**src/rtl/lfsr_pkg.sv**
```systemverilog
package lfsr_pkg;
  // Operation chosen for the state register in one cycle, in priority order
  typedef enum logic [1:0] {
    OP_HOLD    = 2'd0,
    OP_ADVANCE = 2'd1,
    OP_LOAD    = 2'd2
  } lfsr_op_e;
endpackage

```
**src/rtl/lfsr_step.sv**
```systemverilog
// One single shift of a Fibonacci register: cells move toward cell 0,
// and the top cell takes the parity of the tapped cells.
module lfsr_step #(
  parameter int unsigned           WIDTH = 8,
  parameter logic [WIDTH-1:0]      TAPS  = 8'b0111_0001
) (
  input  logic [WIDTH-1:0] cur,
  output logic [WIDTH-1:0] nxt
);
  logic feedback;

  assign feedback = ^(cur & TAPS);

  generate
    if (WIDTH > 1) begin : g_shift
      assign nxt = {feedback, cur[WIDTH-1:1]};
    end else begin : g_single
      assign nxt = feedback;
    end
  endgenerate
endmodule

```
**src/rtl/lfsr_unroll.sv**
```systemverilog
// Chain of STEPS single-step stages giving the multi-step next state.
module lfsr_unroll #(
  parameter int unsigned      WIDTH = 8,
  parameter logic [WIDTH-1:0] TAPS  = 8'b0111_0001,
  parameter int unsigned      STEPS = 4
) (
  input  logic [WIDTH-1:0] cur,
  output logic [WIDTH-1:0] nxt
);
  logic [WIDTH-1:0] chain [STEPS+1];

  assign chain[0] = cur;

  generate
    for (genvar k = 0; k < STEPS; k++) begin : g_stage
      lfsr_step #(
        .WIDTH(WIDTH),
        .TAPS (TAPS)
      ) step_i (
        .cur(chain[k]),
        .nxt(chain[k+1])
      );
    end
  endgenerate

  assign nxt = chain[STEPS];
endmodule

```
**src/rtl/lfsr_seed_guard.sv**
```systemverilog
// Replaces an all-zero seed, which would lock the register, by a default.
module lfsr_seed_guard #(
  parameter int unsigned      WIDTH        = 8,
  parameter logic [WIDTH-1:0] DEFAULT_SEED = 8'h01
) (
  input  logic [WIDTH-1:0] seed_in,
  output logic [WIDTH-1:0] seed_ok
);
  logic is_zero;

  assign is_zero = (seed_in == '0);
  assign seed_ok = is_zero ? DEFAULT_SEED : seed_in;
endmodule

```
**src/rtl/lfsr_multistep.sv**
```systemverilog
module lfsr_multistep #(
  parameter int unsigned      WIDTH        = 8,
  parameter logic [WIDTH-1:0] TAPS         = 8'b0111_0001,
  parameter int unsigned      STEPS        = 4,
  parameter logic [WIDTH-1:0] DEFAULT_SEED = 8'h01
) (
  input  logic             clk,
  input  logic             rst,
  input  logic             load,
  input  logic [WIDTH-1:0] seed,
  input  logic             en,
  output logic [STEPS-1:0] lanes
);
  import lfsr_pkg::*;

  localparam int unsigned KEEP = WIDTH - STEPS;

  lfsr_op_e         op;
  logic [WIDTH-1:0] state_q;
  logic [WIDTH-1:0] state_adv;
  logic [WIDTH-1:0] seed_safe;

  lfsr_unroll #(
    .WIDTH(WIDTH),
    .TAPS (TAPS),
    .STEPS(STEPS)
  ) unroll_i (
    .cur(state_q),
    .nxt(state_adv)
  );

  lfsr_seed_guard #(
    .WIDTH       (WIDTH),
    .DEFAULT_SEED(DEFAULT_SEED)
  ) guard_i (
    .seed_in(seed),
    .seed_ok(seed_safe)
  );

  // Load wins over enable
  always_comb begin
    if (load)    op = OP_LOAD;
    else if (en) op = OP_ADVANCE;
    else         op = OP_HOLD;
  end

  always_ff @(posedge clk) begin
    if (rst) begin
      state_q <= DEFAULT_SEED;
    end else begin
      case (op)
        OP_LOAD:    state_q <= seed_safe;
        OP_ADVANCE: state_q <= state_adv;
        default:    state_q <= state_q;
      endcase
    end
  end

  assign lanes = state_q[STEPS-1:0];

  // Assertions next to the state register
  p_hold_when_idle_r6: assert property (@(posedge clk) disable iff (rst)
    (!load && !en) |=> $stable(state_q));

  p_load_nonzero_r4: assert property (@(posedge clk) disable iff (rst)
    load |=> (state_q != '0));

  p_load_value_r3: assert property (@(posedge clk) disable iff (rst)
    (load && seed != '0) |=> (state_q == $past(seed)));

  p_load_prio_r5: assert property (@(posedge clk) disable iff (rst)
    (load && en && seed != '0) |=> (state_q == $past(seed)));

  p_never_zero_r7: assert property (@(posedge clk) disable iff (rst)
    state_q != '0);

  generate
    if (KEEP > 0) begin : g_shift_chk
      p_advance_shift_r2: assert property (@(posedge clk) disable iff (rst)
        (en && !load) |=> (state_q[KEEP-1:0] == $past(state_q[WIDTH-1:STEPS])));
    end
  endgenerate
endmodule

```
**config.mk**
```make
export PLATFORM = sky130hd
export DESIGN_NAME = lfsr_multistep
export DESIGN_NICKNAME = d
export VERILOG_FILES = /design/src/rtl/lfsr_pkg.sv /design/src/rtl/lfsr_step.sv /design/src/rtl/lfsr_unroll.sv /design/src/rtl/lfsr_seed_guard.sv /design/src/rtl/lfsr_multistep.sv
export SDC_FILE = /design/constraint.sdc
export NUM_CORES = 1
export LEC_CHECK = 0
export ABC_AREA = 0
export ABC_CLOCK_PERIOD_IN_PS = 2020
export BUFFER_PORTS_ARGS = -buffer_cell sky130_fd_sc_hd__buf_2
export CAP_MARGIN = 10
export CORE_MARGIN = 5
export CORE_UTILIZATION = 30
export DETAILED_ROUTE_END_ITERATION = 16
export PLACE_DENSITY = 0.53
export SYNTH_ARGS = -nofsm -noshare
export SYNTH_HDL_FRONTEND = slang
export SYNTH_HIERARCHICAL = 1
export SYNTH_SLANG_ARGS = --single-unit
```
**constraint.sdc**
```tcl
create_clock -name clk -period 2.02 [get_ports clk]
set_input_delay 0.505 -clock clk [delete_from_list [all_inputs] [get_ports clk]]
set_output_delay 0.505 -clock clk [all_outputs]
set_load 0.02 [all_outputs]
```
### Yosys cells after proc, flatten, opt, wreduce, memory -nomap -nowiden

Cells that the tools add are included.

| operators by class | value |
|---|---|
| multiplexer cells | 4 |
| reduce and logical (&&, ||, !) cells | 6 |
| equality and inequality tests | 2 |

Operators by type and width:

| cell | count |
|---|---|
| $reduce_xor 8->1 | 4 |
| $pmux 8 s2 | 1 |
| $logic_not 8->1 | 1 |
| $mux 8 | 1 |
| $eq 2x1->1 const B | 1 |
| $eq 2x2->1 const B | 1 |
| $mux 2 | 1 |
| $reduce_bool 2->1 | 1 |
| $mux 1 | 1 |

| storage, ports and cells | value |
|---|---|
| output and inout bits | 4 |
| register bits after elaboration | 8 |
| input bits | 12 |
| logic and storage cells | 13 |

### Depth between registers and ports, before layout

Gate-level depths: netlist of the first run.

| depth | value |
|---|---|
| depth after elaboration | 4 |
| mapped depth | 10 |
| depth with buffers taken out | 6 |

### Hierarchy

Netlist of the first run, hierarchy kept.

Modules (own cells, without submodules):

| module | instances | sequential area each (um2) | area each (um2) | cells an instance |
|---|---|---|---|---|
| lfsr_multistep | 1 | 160.2 | 401.6 | 40 |
| lfsr_step | 4 | 0.0 | 86.3 | 11 |
| lfsr_seed_guard | 1 | 0.0 | 51.3 | 10 |

### Worst setup path before layout of the first run

No wires, ideal clock.

| timing path | value |
|---|---|
| path type | register -> register |
| from | register state_q[6] |
| to | register state_q[7] |
| path slack | 318 ps |
| data required time | 1934 ps |
| period minus slack after synthesis | 1702 ps |
| setup time | 86 ps |
| arrival | 1616 ps |
| cell stages (with the launch flop) | 11 |
| path buffers | 4 |
| cells stage by stage | dfxtp_1 xor2_1 xnor2_1 buf_4 buf_4 buf_4 xnor2_1 xnor2_1 buf_4 mux2i_1 a211oi_1 |

| between the ends | value |
|---|---|
| cells in the longest elaborated chain, start to end | 3 |
| elaborated cells on any way between the ends | 4 |
| classes of those cells | mux (1); reduce/logical (3) |

Ends and longest elaborated chain:

| what | line | text |
|---|---|---|
| start: declaration | lfsr_multistep.sv:19 | `logic [WIDTH-1:0] state_q;` |
| start signal: assignment | lfsr_multistep.sv:52 | `OP_LOAD: state_q <= seed_safe;` |
| start signal: assignment | lfsr_multistep.sv:53 | `OP_ADVANCE: state_q <= state_adv;` |
| start signal: assignment | lfsr_multistep.sv:54 | `default: state_q <= state_q;` |
| $reduce_xor 8->1 | lfsr_step.sv:12 | `assign feedback = ^(cur & TAPS);` |
| net unroll_i.g_stage[0].step_i.feedback | lfsr_step.sv:10 | `logic feedback;` |
| $reduce_xor 8->1 | lfsr_step.sv:12 |  |
| net unroll_i.g_stage[3].step_i.feedback | lfsr_step.sv:10 |  |
| $pmux 8 s2 | lfsr_multistep.sv:51 | `case (op)` |

The timed path passes the listed nets, and every way through them passes these cells.
A chain may end at the register's enable or synchronous reset.

### Worst setup path in the final report of the first run

| timing path | value |
|---|---|
| from | register state_q[6] |
| to | register state_q[6] |

| between the ends | value |
|---|---|
| cells in the longest elaborated chain, start to end | 3 |

Ends and longest elaborated chain:

| what | line | text |
|---|---|---|
| $reduce_xor 8->1 | lfsr_step.sv:12 |  |
| net state_adv[4] | lfsr_multistep.sv:20 | `logic [WIDTH-1:0] state_adv;` |
| $reduce_xor 8->1 | lfsr_step.sv:12 |  |
| net state_adv[6] | lfsr_multistep.sv:20 |  |
| $pmux 8 s2 | lfsr_multistep.sv:51 |  |

The timed path passes the listed nets, and every way through them passes these cells.

==> results of run 1 <==
## cell usage after synthesis
master | n | area, sq um
buf_4 | 36 | 270
clkbuf_1 | 8 | 30.0
dfxtp_1 | 8 | 160
mux2i_1 | 8 | 80.1
xnor2_1 | 8 | 70.1
a211oi_1 | 7 | 52.6
nor2b_1 | 7 | 43.8
xor2_1 | 4 | 35.0
a21o_1 | 1 | 7.51
a21oi_1 | 1 | 5.00
buf_6 | 1 | 11.3
inv_1 | 1 | 3.75
nor2_1 | 1 | 3.75
nor3_1 | 1 | 5.00
nor3b_1 | 1 | 7.51
nor4_2 | 1 | 12.5
## power breakdown
| group | internal, mW | switching [mW] |
|---|---|---|
| Combinational | 0.120 | 0.109 |
| Clock | 0.0675 | 0.0477 |
| Sequential | 0.178 | 0.0246 |
## kinds of logic after synthesis
group	after synthesis	synth area share
multiplexers	8	0.100
flip-flops	8	0.201
buffers and inverters	46	0.395
AND/OR/NAND/NOR	11	0.0909
XOR/XNOR	12	0.132
AO/OA/AOI/OAI	9	0.0815
## per-stage QoR
stage                util  setup WS (ns)
floorplan               -          0.318
global placement    0.238          0.462
detailed placement  0.238          0.403
CTS                 0.247          0.367
global route        0.247          0.201
finish              0.247          0.371
## final timing paths
check,startpoint,to
hold / removal,rst,state_q[5]$_SDFFE_PP0P_
hold reg to reg,state_q[2]$_SDFFE_PP0P_,state_q[2]$_SDFFE_PP0P_
setup / recovery,state_q[6]$_SDFFE_PP0P_,state_q[6]$_SDFFE_PP0P_
setup reg to reg,state_q[6]$_SDFFE_PP0P_,state_q[6]$_SDFFE_PP0P_
## cell type report
cell class / count / area [sq um]
clock buffers: 3 / 22.5
fillers: 282 / 1900
inverters: 1 / 3.75
multi-input cells: 40 / 323
flip-flops and latches: 8 / 160
well taps: 30 / 37.5
repair buffers: 15 / 75.1
## per-layer routing
layer  routed length (microns)  up-vias  track usage
li1                          -      214            -
met1                       519      180       0.0897
met2                       462       13       0.0987
met3                        80        2       0.0231
met4                        16        0       0.0545
met5                         0        -            0
## worst max-delay path, stage by stage, from the launching register on
cell and delay, ns:
dfxtp_1 0.42, xor2_1 0.11, xnor2_1 0.36, xor2_1 0.21, xnor2_1 0.13, mux2i_1 0.10
a211oi_1 0.22
==> impl_metrics.ini, run 1 <==
[status]
status = complete, no violations

[layout]
final_area_sq_um = 622
finalNonFillerCells = 97
top_regs = state_q x8
final_cell_mix = 15 x buf_2, 8 x mux2i_1, 8 x dfxtp_1, 8 x xnor2_1
final_common_cell = buf_2
drive_gt1_frac = 0.284
largest_reg_flops = 8
antenna_cells = 0
regMostFlops = state_q
area_growth_syn_to_layout_pct = -22.1
fin_nets = 81

[power_and_ir_drop]
power.leakage_nw = 0.265
power_density_nw_per_um2 = 880
p_total_mw = 0.548
irDropWorstVdd_uv = 195

[yosys]
synth_area_sq_um = 798
synth_cell_type_count = 16
syn_nets = 106
synth_cells = 94
synth.avg_cell_area_sq_um = 8.49
yosysWarnings = 6
yosysSeqAreaShare = 0.201
synth_seq_cells = 8

[clock_network]
clock_sinks = 8
clk_pin_slew_worst_paths_ns = 0.05
cts_tree = done
ctsResizeCount = 0
htreeDepth = 1
postCtsSetupRepairBufs = 0
clock_path_buffers = 2
clock_latency_ns = 0.25
clock-root-buffer = clkbuf_4
ctsHoldBuffers = 0
numCtsBuffers = 3

[global_route]
grt_pass1_wl_microns = 1940
grt_max_degree = 11
grt_usage = 0.0711
grt_pass1_vias = 440
overflow = 0
antenna_found_initial = 0

[setup_path]
cp.required_ns = 2.18
cp.arrival_ns = 1.81
critPathKind = flop to flop
crit_fanout = 5
reg2reg_depth = 6
start_kind = flop
worst-r2r-setup-slack_ns = 0.37
endpoint_kind = flop

[worst_hold_path]
holdPathStages = 2
worst_hold_path_type = primary input to flop

[timing]
worst_pin_slew_ns = 0.384
fin_tns_setup_ns = 0
holdWs_ns = 0.547
maxSlewHeadroom = 0.742
rsz0062_at_grt = false
max_freq_mhz = 606
setup_viol = 0
fin_skew_ns = 0.000635
layout_min_cycle_time_ns = 1.65
hold_viol = 0
slew_viol_final = 0
fin_crit_sh = 0.816

[placed_design]
post_dp_cell_area_sq_um = 599
place.gp.congestion = 0.729
dp_hpwl_microns = 880
dp.cells = 94
port-buffer-count = 15

[floorplanning]
die_h_microns = 61.6
rows = 18
core_region_area_sq_um = 2520
die_area_sq_um = 3790
ioPinCount = 16
die_x_microns = 61.6
start_util = 0.316

[detailed_routing]
via_per_inst = 4.22
vias = 409
first_pass_iters = 3
drtAntennaViolNets = 0
routed_wirelength_microns = 1080
drc = 0
drtIter0Drc = 3
wl_per_cell_microns = 11.1

[flow_run]
maxCapViolCount = 0
(Power assumes the default switching activity.)
==> run 2: changes to the inputs <==
ABC_CLOCK_PERIOD_IN_PS = 1400   (was 2020)
PLACE_DENSITY = 0.54   (was 0.53)
clock period = 1.4 ns   (was 2.02 ns; I/O delays follow)
==> impl_metrics.ini, run 2 (synthesized netlist as in run 1, its figures left out) <==
[status]
status = finished, violations left
violations = setup timing

[timing]
hold_viol = 0
maxSlewHeadroom = 0.843
postLayoutSetupSlackWorst_ns = -0.119
slew_viol_final = 0
layout_min_cycle_time_ns = 1.52
fin_crit_sh = 1.09
worst_pin_slew_ns = 0.234
holdWs_ns = 0.379
rsz0062_at_grt = true
setup_viol = 2
fin_skew_ns = 0.00607
max_freq_mhz = 658

[detailed_routing]
first_pass_iters = 4
drc = 0
drtAntennaViolNets = 0
drtIter0Drc = 4
wl_per_cell_microns = 11.1
via_per_inst = 4.19
routed_wirelength_microns = 1190
vias = 448

[layout]
multi_input_area_sq_um = 368
fin_nets = 91
largest_reg_flops = 8
final_common_cell = buf_2
regMostFlops = state_q
finish.utilization = 0.298
drive_gt1_frac = 0.494
fillCellCount = 284
ff_latch_area_sq_um = 166
top_regs = state_q x8
final_cell_mix = 15 x buf_2, 9 x buf_4, 8 x mux2i_1, 7 x nor2b_1, 7 x a211oi_1
area_growth_syn_to_layout_pct = -5.80
antenna_cells = 0

[placed_design]
dp_hpwl_microns = 1000
place.gp.congestion = 0.763
port-buffer-count = 15

[clock_network]
clock_path_buffers = 2
htreeDepth = 1
clk_pin_slew_worst_paths_ns = 0.06
cts_tree = done
clock_latency_ns = 0.25
postCtsSetupRepairBufs = 0
clock_sinks = 8
numCtsBuffers = 3
clock-root-buffer = clkbuf_4
ctsHoldBuffers = 0

[setup_path]
path_cells = xor2_2, xnor2_2, buf_4, xnor2_2, xnor2_1, mux2i_1, a211oi_1
cp.required_ns = 1.56
critPathKind = flop to flop
crit_fanout = 3
endpoint_kind = flop
start_kind = flop
cp.arrival_ns = 1.68
path_common_cell = xnor2_2
critPathMaxStageDelay_ns = 0.36
slowest_stage = dfxtp_4

[floorplanning]
rows = 18
core_region_area_sq_um = 2520
die_h_microns = 61.6
ioPinCount = 16
start_util = 0.316
die_x_microns = 61.6
die_area_sq_um = 3790

[power_and_ir_drop]
power.leakage_nw = 0.343
power_density_nw_per_um2 = 1320
irDropWorstVdd_uv = 463

[flow_run]
maxCapViolCount = 0

[global_route]
grt_pass1_wl_microns = 2130
antenna_found_initial = 0
grt_usage = 0.0776
grt_max_degree = 11
overflow = 0
grt_pass1_vias = 493

[worst_hold_path]
worst_hold_path_type = primary input to flop
-- run 2: cell types whose count changed in the layout (fill, tap and decap cells not counted), sizes merged --
cell  delta
buf     +10
-- run 2: worst max-delay path: cells and delay by family, from the launching register on --
kind,cells,cell delay (ns)
AOI/OAI and AO/OA,1,0.21
buffers and inverters,1,0.16
xor gates and xnor gates,4,0.60
DFF,1,0.36
muxes,1,0.10
-- run 2: layout make-up --
type	count	share of cell area
Multi-Input combinational cell	40	0.489
Sequential cell	8	0.221
Timing Repair Buffer	25	0.205
Tap cell	30	0.0499
Clock buffer	3	0.0300
Inverter	1	0.00499
-- run 2: routing by layer --
metal | global-route usage | wire (microns) | part of all wire
met5 | 0 | 0 | 0
met3 | 0.0210 | 80 | 0.067
met1 | 0.104 | 588 | 0.49
met2 | 0.111 | 508 | 0.43
met4 | 0.0455 | 13 | 0.011
-- run 2: through the flow --
step	setup slack (ns)	area [sq um]	std cells	total power [mW]	TNS (ns)
after floorplan	-0.224	827	94	1.04	-0.446
after CTS	-0.126	722	107	0.964	-0.179
final	-0.119	752	107	0.995	-0.140
after global routing	-0.204	752	107	1.05	-0.374
after global placement	-0.125	692	104	0.758	-0.125
after detailed placement	-0.170	692	104	0.765	-0.212
-- run 2: report_power, final --
part	internal [mW]	switching (mW)	total, mW
clock	0.0984	0.0825	0.181
sequential	0.260	0.0302	0.290
combinational	0.308	0.216	0.524
total	0.666	0.329	0.995
-- run 2: path summary, 6_finish.rpt --
| path | end | slack, ns | start | cells after the start |
|---|---|---|---|---|
| max | state_q[7]$_SDFFE_PP0P_ | -0.12 | state_q[6]$_SDFFE_PP0P_ | 7 |
| min | state_q[6]$_SDFFE_PP0P_ | 0.38 | rst | 2 |
| max reg2reg | state_q[7]$_SDFFE_PP0P_ | -0.12 | state_q[6]$_SDFFE_PP0P_ | 7 |
| min reg2reg | state_q[2]$_SDFFE_PP0P_ | 0.62 | state_q[2]$_SDFFE_PP0P_ | 2 |
-- run 2: what timing repair did --
action,CTS,global route
resized for setup,1,6
pin swaps,2,4
endpoints found under the setup margin,2,3
